<file path="config.mk">
export PLATFORM = sky130hd
export DESIGN_NAME = boot_lock_guard
export DESIGN_NICKNAME = d
export VERILOG_FILES = /design/src/rtl/boot_lock_pkg.sv /design/src/rtl/lock_seq_recognizer.sv /design/src/rtl/region_lock_cell.sv /design/src/rtl/lock_veto.sv /design/src/rtl/id_readout.sv /design/src/rtl/boot_lock_guard.sv
export SDC_FILE = /design/constraint.sdc
export NUM_CORES = 1
export LEC_CHECK = 0
export CORE_ASPECT_RATIO = 0.8
export CORE_MARGIN = 2
export CORE_UTILIZATION = 32
export CTS_CLUSTER_DIAMETER = 80
export DETAILED_ROUTE_END_ITERATION = 7
export GPL_TIMING_DRIVEN = 0
export PLACE_DENSITY = 0.8
export SYNTH_ARGS = -nofsm -noshare
export SYNTH_HDL_FRONTEND = slang
export SYNTH_HIERARCHICAL = 1
export SYNTH_SLANG_ARGS = --single-unit
</file>
<file path="constraint.sdc">
create_clock -name clk -period 2.3 [get_ports clk]
set_input_delay 0.23 -clock clk [delete_from_list [all_inputs] [get_ports clk]]
set_output_delay 0.23 -clock clk [all_outputs]
set_load 0.05 [all_outputs]
</file>
<file path="src/rtl/boot_lock_pkg.sv">
// Shared definitions for the boot-region lockout logic.
// Assumes exactly two protected regions: index 0 low, index 1 high.
package boot_lock_pkg;
    localparam int NUM_REGIONS = 2;
    localparam int REGION_LOW  = 0;
    localparam int REGION_HIGH = 1;

    typedef logic [NUM_REGIONS-1:0] region_vec_t;
endpackage

</file>
<file path="src/rtl/lock_seq_recognizer.sv">
// Recognizes the lock command sequence: STEPS fixed address/data writes,
// then a final write of LOCK_DATA whose address selects the region.
// Assumes at most one write event per cycle. Any mismatch returns to step 0.
// The set request is combinational, so the lock is taken on the same edge
// that samples the final write.
module lock_seq_recognizer
    import boot_lock_pkg::*;
#(
    parameter int ADDR_W  = 17,
    parameter int DATA_W  = 8,
    parameter int STEPS   = 6,
    parameter int BOOT_AW = 13,
    parameter logic [STEPS*ADDR_W-1:0] SEQ_ADDR = '0,
    parameter logic [STEPS*DATA_W-1:0] SEQ_DATA = '0,
    parameter logic [DATA_W-1:0] LOCK_DATA = '0
) (
    input  logic              clk,
    input  logic              rst_n,
    input  logic              wr_valid,
    input  logic [ADDR_W-1:0] wr_addr,
    input  logic [DATA_W-1:0] wr_data,
    output region_vec_t       set_req
);
    localparam int CNT_W = $clog2(STEPS + 1);
    localparam int TOP_W = ADDR_W - BOOT_AW;

    logic [CNT_W-1:0]  step_q;
    logic              at_final;
    logic              pair_ok;
    logic              hit_low;
    logic              hit_high;
    logic [ADDR_W-1:0] exp_addr;
    logic [DATA_W-1:0] exp_data;
    int                idx;

    // Look up the expected pair for the current step and classify the address.
    always_comb begin
        at_final = (step_q == CNT_W'(STEPS));
        idx      = at_final ? 0 : int'(step_q);
        exp_addr = SEQ_ADDR[idx*ADDR_W +: ADDR_W];
        exp_data = SEQ_DATA[idx*DATA_W +: DATA_W];
        pair_ok  = (wr_addr == exp_addr) && (wr_data == exp_data);
        hit_low  = (wr_addr[ADDR_W-1 -: TOP_W] == '0);
        hit_high = (&wr_addr[ADDR_W-1 -: TOP_W]);
        set_req  = '0;
        set_req[REGION_LOW]  = wr_valid && at_final && (wr_data == LOCK_DATA) && hit_low;
        set_req[REGION_HIGH] = wr_valid && at_final && (wr_data == LOCK_DATA) && hit_high;
    end

    // Advance on a matching write; fall back to step 0 on mismatch or after the final write.
    always_ff @(posedge clk) begin
        if (!rst_n) begin
            step_q <= '0;
        end else if (wr_valid) begin
            if (at_final || !pair_ok) begin
                step_q <= '0;
            end else begin
                step_q <= step_q + CNT_W'(1);
            end
        end
    end
endmodule

</file>
<file path="src/rtl/region_lock_cell.sv">
// One sticky lock bit. Only reset clears it; a set request sets it.
// Assumes set requests are single-cycle and may repeat harmlessly.
module region_lock_cell (
    input  logic clk,
    input  logic rst_n,
    input  logic set_i,
    output logic locked_o
);
    // Hold the lock once set.
    always_ff @(posedge clk) begin
        if (!rst_n) begin
            locked_o <= 1'b0;
        end else if (set_i) begin
            locked_o <= 1'b1;
        end
    end
endmodule

</file>
<file path="src/rtl/lock_veto.sv">
// Decides program and chip-erase requests against the current lock state.
// Answers are registered: one cycle after the request, exactly one of
// grant/reject is high for each request type that was asserted.
module lock_veto
    import boot_lock_pkg::*;
#(
    parameter int SECT_W = 10,
    parameter int TOP_W  = 4
) (
    input  logic              clk,
    input  logic              rst_n,
    input  logic              prog_req,
    input  logic [SECT_W-1:0] prog_sector,
    input  logic              erase_req,
    input  region_vec_t       locked,
    output logic              prog_grant,
    output logic              prog_reject,
    output logic              erase_grant,
    output logic              erase_reject
);
    logic in_low;
    logic in_high;
    logic prog_block;
    logic erase_block;

    // Map the sector onto a region and combine with the lock bits.
    always_comb begin
        in_low      = (prog_sector[SECT_W-1 -: TOP_W] == '0);
        in_high     = (&prog_sector[SECT_W-1 -: TOP_W]);
        prog_block  = (in_low && locked[REGION_LOW]) || (in_high && locked[REGION_HIGH]);
        erase_block = |locked;
    end

    // Register the verdicts for each request.
    always_ff @(posedge clk) begin
        if (!rst_n) begin
            prog_grant   <= 1'b0;
            prog_reject  <= 1'b0;
            erase_grant  <= 1'b0;
            erase_reject <= 1'b0;
        end else begin
            prog_grant   <= prog_req && !prog_block;
            prog_reject  <= prog_req && prog_block;
            erase_grant  <= erase_req && !erase_block;
            erase_reject <= erase_req && erase_block;
        end
    end
endmodule

</file>
<file path="src/rtl/id_readout.sv">
// Identification mode flag and read decode of the four fixed addresses.
// Assumes enter/exit are single-cycle strobes; exit wins when both arrive.
// The read path is combinational from rd_addr.
module id_readout
    import boot_lock_pkg::*;
#(
    parameter int ADDR_W = 17,
    parameter int DATA_W = 8,
    parameter logic [ADDR_W-1:0] MFR_ADDR  = 17'h00000,
    parameter logic [ADDR_W-1:0] DEV_ADDR  = 17'h00001,
    parameter logic [ADDR_W-1:0] LOW_ADDR  = 17'h00002,
    parameter logic [ADDR_W-1:0] HIGH_ADDR = 17'h1FFF2,
    parameter logic [DATA_W-1:0] MFR_CODE  = 8'h1F,
    parameter logic [DATA_W-1:0] DEV_CODE  = 8'h5D,
    parameter logic [DATA_W-1:0] STAT_OPEN = 8'hFE
) (
    input  logic              clk,
    input  logic              rst_n,
    input  logic              id_enter,
    input  logic              id_exit,
    input  logic [ADDR_W-1:0] rd_addr,
    input  region_vec_t       locked,
    output logic              id_active,
    output logic              id_hit,
    output logic [DATA_W-1:0] id_data
);
    // Track the mode flag from the strobes.
    always_ff @(posedge clk) begin
        if (!rst_n) begin
            id_active <= 1'b0;
        end else if (id_exit) begin
            id_active <= 1'b0;
        end else if (id_enter) begin
            id_active <= 1'b1;
        end
    end

    // Decode the read address into a code or status byte.
    always_comb begin
        id_hit  = 1'b0;
        id_data = '0;
        if (id_active) begin
            if (rd_addr == MFR_ADDR) begin
                id_hit  = 1'b1;
                id_data = MFR_CODE;
            end else if (rd_addr == DEV_ADDR) begin
                id_hit  = 1'b1;
                id_data = DEV_CODE;
            end else if (rd_addr == LOW_ADDR) begin
                id_hit  = 1'b1;
                id_data = STAT_OPEN | DATA_W'(locked[REGION_LOW]);
            end else if (rd_addr == HIGH_ADDR) begin
                id_hit  = 1'b1;
                id_data = STAT_OPEN | DATA_W'(locked[REGION_HIGH]);
            end
        end
    end
endmodule

</file>
<file path="src/rtl/boot_lock_guard.sv">
// Top of the dual boot-region lockout. It ties together the command
// recognizer, one lock cell per region, the request veto and the
// identification readout.
// Assumes the array is 2^ADDR_W bytes of SECTOR_BYTES-byte sectors and that
// each boot region spans BOOT_BYTES at either end of the array.
module boot_lock_guard
    import boot_lock_pkg::*;
#(
    parameter int ADDR_W       = 17,
    parameter int DATA_W       = 8,
    parameter int SECTOR_BYTES = 128,
    parameter int BOOT_BYTES   = 8192,
    parameter int SEQ_STEPS    = 6,
    parameter logic [SEQ_STEPS*ADDR_W-1:0] SEQ_ADDR =
        {17'h05555, 17'h02AAA, 17'h05555, 17'h05555, 17'h02AAA, 17'h05555},
    parameter logic [SEQ_STEPS*DATA_W-1:0] SEQ_DATA =
        {8'h40, 8'h55, 8'hAA, 8'h80, 8'h55, 8'hAA},
    parameter logic [DATA_W-1:0] LOCK_DATA = 8'h00,
    parameter logic [DATA_W-1:0] MFR_CODE  = 8'h1F,
    parameter logic [DATA_W-1:0] DEV_CODE  = 8'h5D,
    parameter int SECT_W = ADDR_W - $clog2(SECTOR_BYTES)
) (
    input  logic              clk,
    input  logic              rst_n,
    input  logic              wr_valid,
    input  logic [ADDR_W-1:0] wr_addr,
    input  logic [DATA_W-1:0] wr_data,
    input  logic              prog_req,
    input  logic [SECT_W-1:0] prog_sector,
    output logic              prog_grant,
    output logic              prog_reject,
    input  logic              erase_req,
    output logic              erase_grant,
    output logic              erase_reject,
    input  logic              id_enter,
    input  logic              id_exit,
    input  logic [ADDR_W-1:0] rd_addr,
    output logic              id_active,
    output logic              id_hit,
    output logic [DATA_W-1:0] id_data,
    output logic              lock_low,
    output logic              lock_high
);
    localparam int BOOT_AW = $clog2(BOOT_BYTES);
    localparam int TOP_W   = ADDR_W - BOOT_AW;

    region_vec_t set_req;
    region_vec_t locked;

    lock_seq_recognizer #(
        .ADDR_W   (ADDR_W),
        .DATA_W   (DATA_W),
        .STEPS    (SEQ_STEPS),
        .BOOT_AW  (BOOT_AW),
        .SEQ_ADDR (SEQ_ADDR),
        .SEQ_DATA (SEQ_DATA),
        .LOCK_DATA(LOCK_DATA)
    ) u_seq (
        .clk     (clk),
        .rst_n   (rst_n),
        .wr_valid(wr_valid),
        .wr_addr (wr_addr),
        .wr_data (wr_data),
        .set_req (set_req)
    );

    for (genvar r = 0; r < NUM_REGIONS; r++) begin : g_region
        region_lock_cell u_cell (
            .clk     (clk),
            .rst_n   (rst_n),
            .set_i   (set_req[r]),
            .locked_o(locked[r])
        );
    end

    lock_veto #(
        .SECT_W(SECT_W),
        .TOP_W (TOP_W)
    ) u_veto (
        .clk         (clk),
        .rst_n       (rst_n),
        .prog_req    (prog_req),
        .prog_sector (prog_sector),
        .erase_req   (erase_req),
        .locked      (locked),
        .prog_grant  (prog_grant),
        .prog_reject (prog_reject),
        .erase_grant (erase_grant),
        .erase_reject(erase_reject)
    );

    id_readout #(
        .ADDR_W  (ADDR_W),
        .DATA_W  (DATA_W),
        .MFR_CODE(MFR_CODE),
        .DEV_CODE(DEV_CODE)
    ) u_id (
        .clk      (clk),
        .rst_n    (rst_n),
        .id_enter (id_enter),
        .id_exit  (id_exit),
        .rd_addr  (rd_addr),
        .locked   (locked),
        .id_active(id_active),
        .id_hit   (id_hit),
        .id_data  (id_data)
    );

    // Expose the lock bits.
    always_comb begin
        lock_low  = locked[REGION_LOW];
        lock_high = locked[REGION_HIGH];
    end
endmodule

</file>
==> results.md <==
STA:
- The number of hold-slack violations in the final timing report is 0.
- On the final layout, the worst hold slack is 491 ps.
- At the pin with the least slew margin, the transition time is 510 ps.
- The maximum clock rate is 0.470 GHz.
- Setup violations remaining at the end of the flow were counted as 0.
- The number of slew-limit violations in the final report was 0.
- Measured against its own limit, the worst slew margin works out to 0.659.
- The setup total negative slack is 0 ps.
- On the final layout, the worst clock skew is 1.16 ps.
- Dividing the final minimum period by the clock period gives 0.924.
- The routed design could run at a clock period as short as 2130 ps.
- Setup repair after global routing left no endpoint under its margin.

GRT:
- The final global-route overflow total is 0.
- The global-route wire length before repair is 3790 µm.
- The global routing usage on met3 is 0.0519.
- In this run the most used layer during global routing was met2.
- The initial antenna violation count was 0.
- In the global route stage, met2 resource usage came out at 0.270.
- Entering global routing, the biggest net connects 9 pins.
- The met1 global-route usage is 0.159.
- The number of global-route vias before repair is 927.
- In the global route stage, overall resource usage came out at 0.149.

Drt:
- The count of unresolved DRC violations after routing is 0.
- For this run, the detailed router's first-pass iteration total came to 4.
- The final route contains 1,141 vias.
- The residual antenna-violating net count after detailed routing is 0.
- The mean number of vias per cell is 5.12.
- The sum of routed wire length over all layers is 2700 µm.
- The DRC marker count from the first detailed-route iteration is 23.
- The mean routed wirelength per cell is 12.1 µm.

Setup path:
- The worst-path cell with the longest stage delay is sky130_fd_sc_hd__clkdlybuf4s50_1.
- The signal arrival time at the worst endpoint is 1900 ps.
- Walking the worst path, the cells encountered are clkdlybuf4s50_1 > nor4_1 > and4_1 > and3_1 > or2_2 > buf_4 > clkbuf_4.
- The maximum fanout along the worst path is 4.
- The critical path startpoint is rd_addr[10].
- The endpoint required time on the critical path is 2070 ps.
- The type of the setup path with the least slack is primary input to primary output.
- Setup slack on the worst reg-to-reg path comes out at 210 ps.
- The kind of launch point of the worst setup path is a primary input.
- Following the worst setup path forward leads to its endpoint at id_data[2].
- In this run the critical register-to-register path is captured at u_seq/step_q[2].
- The largest stage delay on the critical path is 430 ps.
- The worst setup path is captured at a primary output.
- The reg-to-reg startpoint is u_seq/step_q[0].
- Measured in cells, the most critical reg-to-reg path has a length of 11.

Placement:
- The placed wire-length estimate after detailed placement is 2360 µm.
- The routability-driven placement congestion ratio is 0.843.
- Input and output buffers added on the ports amount to 68.

CTS:
- The buffer cell driving the clock tree root is sky130_fd_sc_hd__clkbuf_4.
- For the worst-skew pair, the clock arrives at the later sink with an insertion delay of 270 ps.
- The CTS sink count is 10.
- The number of buffers inserted for hold repair after clock tree synthesis is 0.
- Clock tree synthesis inserted a total of 3 buffers.
- The depth of the CTS H-tree is 1.
- The clock tree from TritonCTS is built.
- The number of buffers added for setup after CTS is 0.
- The register clock-pin slew on the reported worst setup and hold paths is 70 ps.
- In this run the deepest clock path goes through 2 buffers.

Layout:
- From synthesis to final layout, the design area changed by 82.0%.
- The proportion of layout cells with a drive suffix above 1 is 0.162.
- At the end of the flow, the number of nets in the layout was 250.
- The top cell types in the final layout, fill and taps aside, are 59 x sky130_fd_sc_hd__clkdlybuf4s50_1, 13 x sky130_fd_sc_hd__nand2_1, 9 x sky130_fd_sc_hd__nand4_1.
- The most common cell after layout, fill and taps aside is sky130_fd_sc_hd__clkdlybuf4s50_1.
- 0 antenna diodes ended up in the layout.

Yosys:
- The synthesized net count is 177.
- Yosys mapped the design onto 37 distinct sky130hd cell types.
- The share of the Yosys chip area taken by registers is 0.222.
- The summed instance area of the synthesized netlist is 903 µm².
- A synthesized cell averages 7.99 µm².
- The synthesis warning total is 6.
- Counting every instance in the synthesized netlist gives 113.
- The number of register bits inferred by synthesis is 10.

Pwr:
- The largest voltage drop on the vdd net is 0.140 mV.
- The power density normalized to cell area is 290 mW/mm².
- The final total power is 0.477 mW.
- The leakage power of the design is 0.614 nW.

Floorplan:
- For this configuration, the core starts out at a cell density of 0.332.
- The number of rows created at floorplan is 17.
- The die is 51.5 µm tall.
- The core region is 0.00272 mm².
- From left edge to right edge, the die measures 63.4 µm.
- The number of primary I/O pins is 75.
- The die outline area is 0.00327 mm².

Flow run:
- The tool flagged a number of max-cap violations equal to 0.

Outcome:
- The flow ran to the end, and the final reports show no timing, DRC or antenna violations.

Worst hold path:
- The worst min-delay path category is register to register.
[cell families (layout without fill, tap and decap cells)]
| kind of cell | Yosys count | count (layout) | share of synthesized area |
|---|---|---|---|
| simple gates | 65 | 65 | 0.425 |
| xor+xnor | 2 | 2 | 0.0194 |
| fa+ha+maj | 5 | 5 | 0.0693 |
| flops | 10 | 10 | 0.222 |
| compound gates | 14 | 14 | 0.115 |
| buf+inv | 10 | 82 | 0.0665 |
| mux | 7 | 7 | 0.0831 |
[area by class of cell]
| cell class | instances | area (µm²) |
|---|---|---|
| plain buffers | 5 | 41.3 |
| multi-input cells | 93 | 652 |
| repair buffers | 68 | 646 |
| clock buffers | 4 | 36.3 |
| well taps | 38 | 47.5 |
| flip-flops and latches | 10 | 203 |
| fillers | 264 | 1080 |
| inverters | 5 | 18.8 |
[sequential cells by signal, summed over array words and instances (netlist names)]
| signal | flops |
|---|---|
| u_veto/erase_reject | 1 |
| u_seq/step_q | 3 |
| u_veto/prog_reject | 1 |
| u_veto/erase_grant | 1 |
| u_id/id_active | 1 |
| g_region.u_cell/locked_o | 2 |
| u_veto/prog_grant | 1 |
[synth_stat cells]
| library cell | count | area (µm²) |
|---|---|---|
| sky130_fd_sc_hd__nor3_1 | 6 | 30.0 |
| sky130_fd_sc_hd__a21boi_0 | 1 | 7.51 |
| sky130_fd_sc_hd__nor2b_1 | 1 | 6.26 |
| sky130_fd_sc_hd__dfxtp_1 | 10 | 200 |
| sky130_fd_sc_hd__inv_1 | 5 | 18.8 |
| sky130_fd_sc_hd__ha_1 | 5 | 62.6 |
| sky130_fd_sc_hd__o21a_1 | 2 | 15.0 |
| sky130_fd_sc_hd__buf_4 | 4 | 30.0 |
| sky130_fd_sc_hd__a22oi_2 | 1 | 12.5 |
| sky130_fd_sc_hd__or4_1 | 3 | 22.5 |
| sky130_fd_sc_hd__nand3b_1 | 1 | 7.51 |
| sky130_fd_sc_hd__nor3b_1 | 1 | 7.51 |
| sky130_fd_sc_hd__nor2_1 | 8 | 30.0 |
| sky130_fd_sc_hd__and4_1 | 2 | 17.5 |
| sky130_fd_sc_hd__nand4b_1 | 1 | 8.76 |
| sky130_fd_sc_hd__buf_6 | 1 | 11.3 |
| sky130_fd_sc_hd__o21ai_0 | 3 | 15.0 |
| sky130_fd_sc_hd__o21bai_1 | 1 | 7.51 |
| sky130_fd_sc_hd__mux2i_1 | 6 | 60.1 |
| sky130_fd_sc_hd__o22a_1 | 1 | 8.76 |
| sky130_fd_sc_hd__nand2b_1 | 1 | 6.26 |
| sky130_fd_sc_hd__nor4_2 | 2 | 25.0 |
| sky130_fd_sc_hd__nor4_1 | 3 | 18.8 |
| sky130_fd_sc_hd__nand4_1 | 9 | 56.3 |
| sky130_fd_sc_hd__and3_1 | 4 | 25.0 |
| sky130_fd_sc_hd__nand3_1 | 4 | 20.0 |
| sky130_fd_sc_hd__nor2b_4 | 1 | 13.8 |
| sky130_fd_sc_hd__and4_4 | 1 | 11.3 |
| sky130_fd_sc_hd__nand2_1 | 14 | 52.6 |
| sky130_fd_sc_hd__a21oi_1 | 1 | 5.00 |
| sky130_fd_sc_hd__xnor2_1 | 2 | 17.5 |
| sky130_fd_sc_hd__a32o_1 | 1 | 10.0 |
| sky130_fd_sc_hd__or2_2 | 1 | 6.26 |
| sky130_fd_sc_hd__and4b_1 | 1 | 10.0 |
| sky130_fd_sc_hd__nor4b_1 | 1 | 8.76 |
| sky130_fd_sc_hd__mux2_4 | 1 | 15.0 |
| sky130_fd_sc_hd__o31ai_1 | 3 | 22.5 |
[power by group]
group | switching (mW) | internal [mW] | total [mW]
Clock | 0.0628 | 0.0962 | 0.159
Sequential | 0.00173 | 0.176 | 0.177
Combinational | 0.0469 | 0.0938 | 0.141
[how the worst min path moves through the flow]
stage,start,end,cells after the start
after floorplan,id_exit,u_id/id_active,1
after global placement,u_seq/step_q[0],u_seq/step_q[0],2
after detailed placement,u_seq/step_q[0],u_seq/step_q[0],2
after CTS,id_exit,u_id/id_active,2
after global routing,id_exit,u_id/id_active,2
final,u_seq/step_q[0],u_seq/step_q[0],2
[per-layer routing]
metal	vias up	share of wire	wire length, µm
met2	55	0.47	1280
met4	0	0.0082	22
li1	573	-	-
met1	511	0.41	1110
met5	-	0	0
met3	2	0.11	288
[metrics by stage]
step	instances	area (µm²)	utilization	worst slack, ps
finish	223	1640	0.604	174
global placement	219	1630	0.599	-405
CTS	223	1670	0.614	6.87
global route	223	1640	0.604	16.6
detailed placement	219	1630	0.599	-406
floorplan	113	903	-	157
[what timing repair did]
item | in CTS | in global routing
setup endpoints to repair | 9 | 11
pin swaps | 0 | 3
resized for setup | 22 | 24
[critical path: cells and delay by family]
family / cells / cell delay [ps]
buf+inv: 3 / 740
simple gates: 4 / 920
Note: power is estimated with default switching activity, not from simulation.
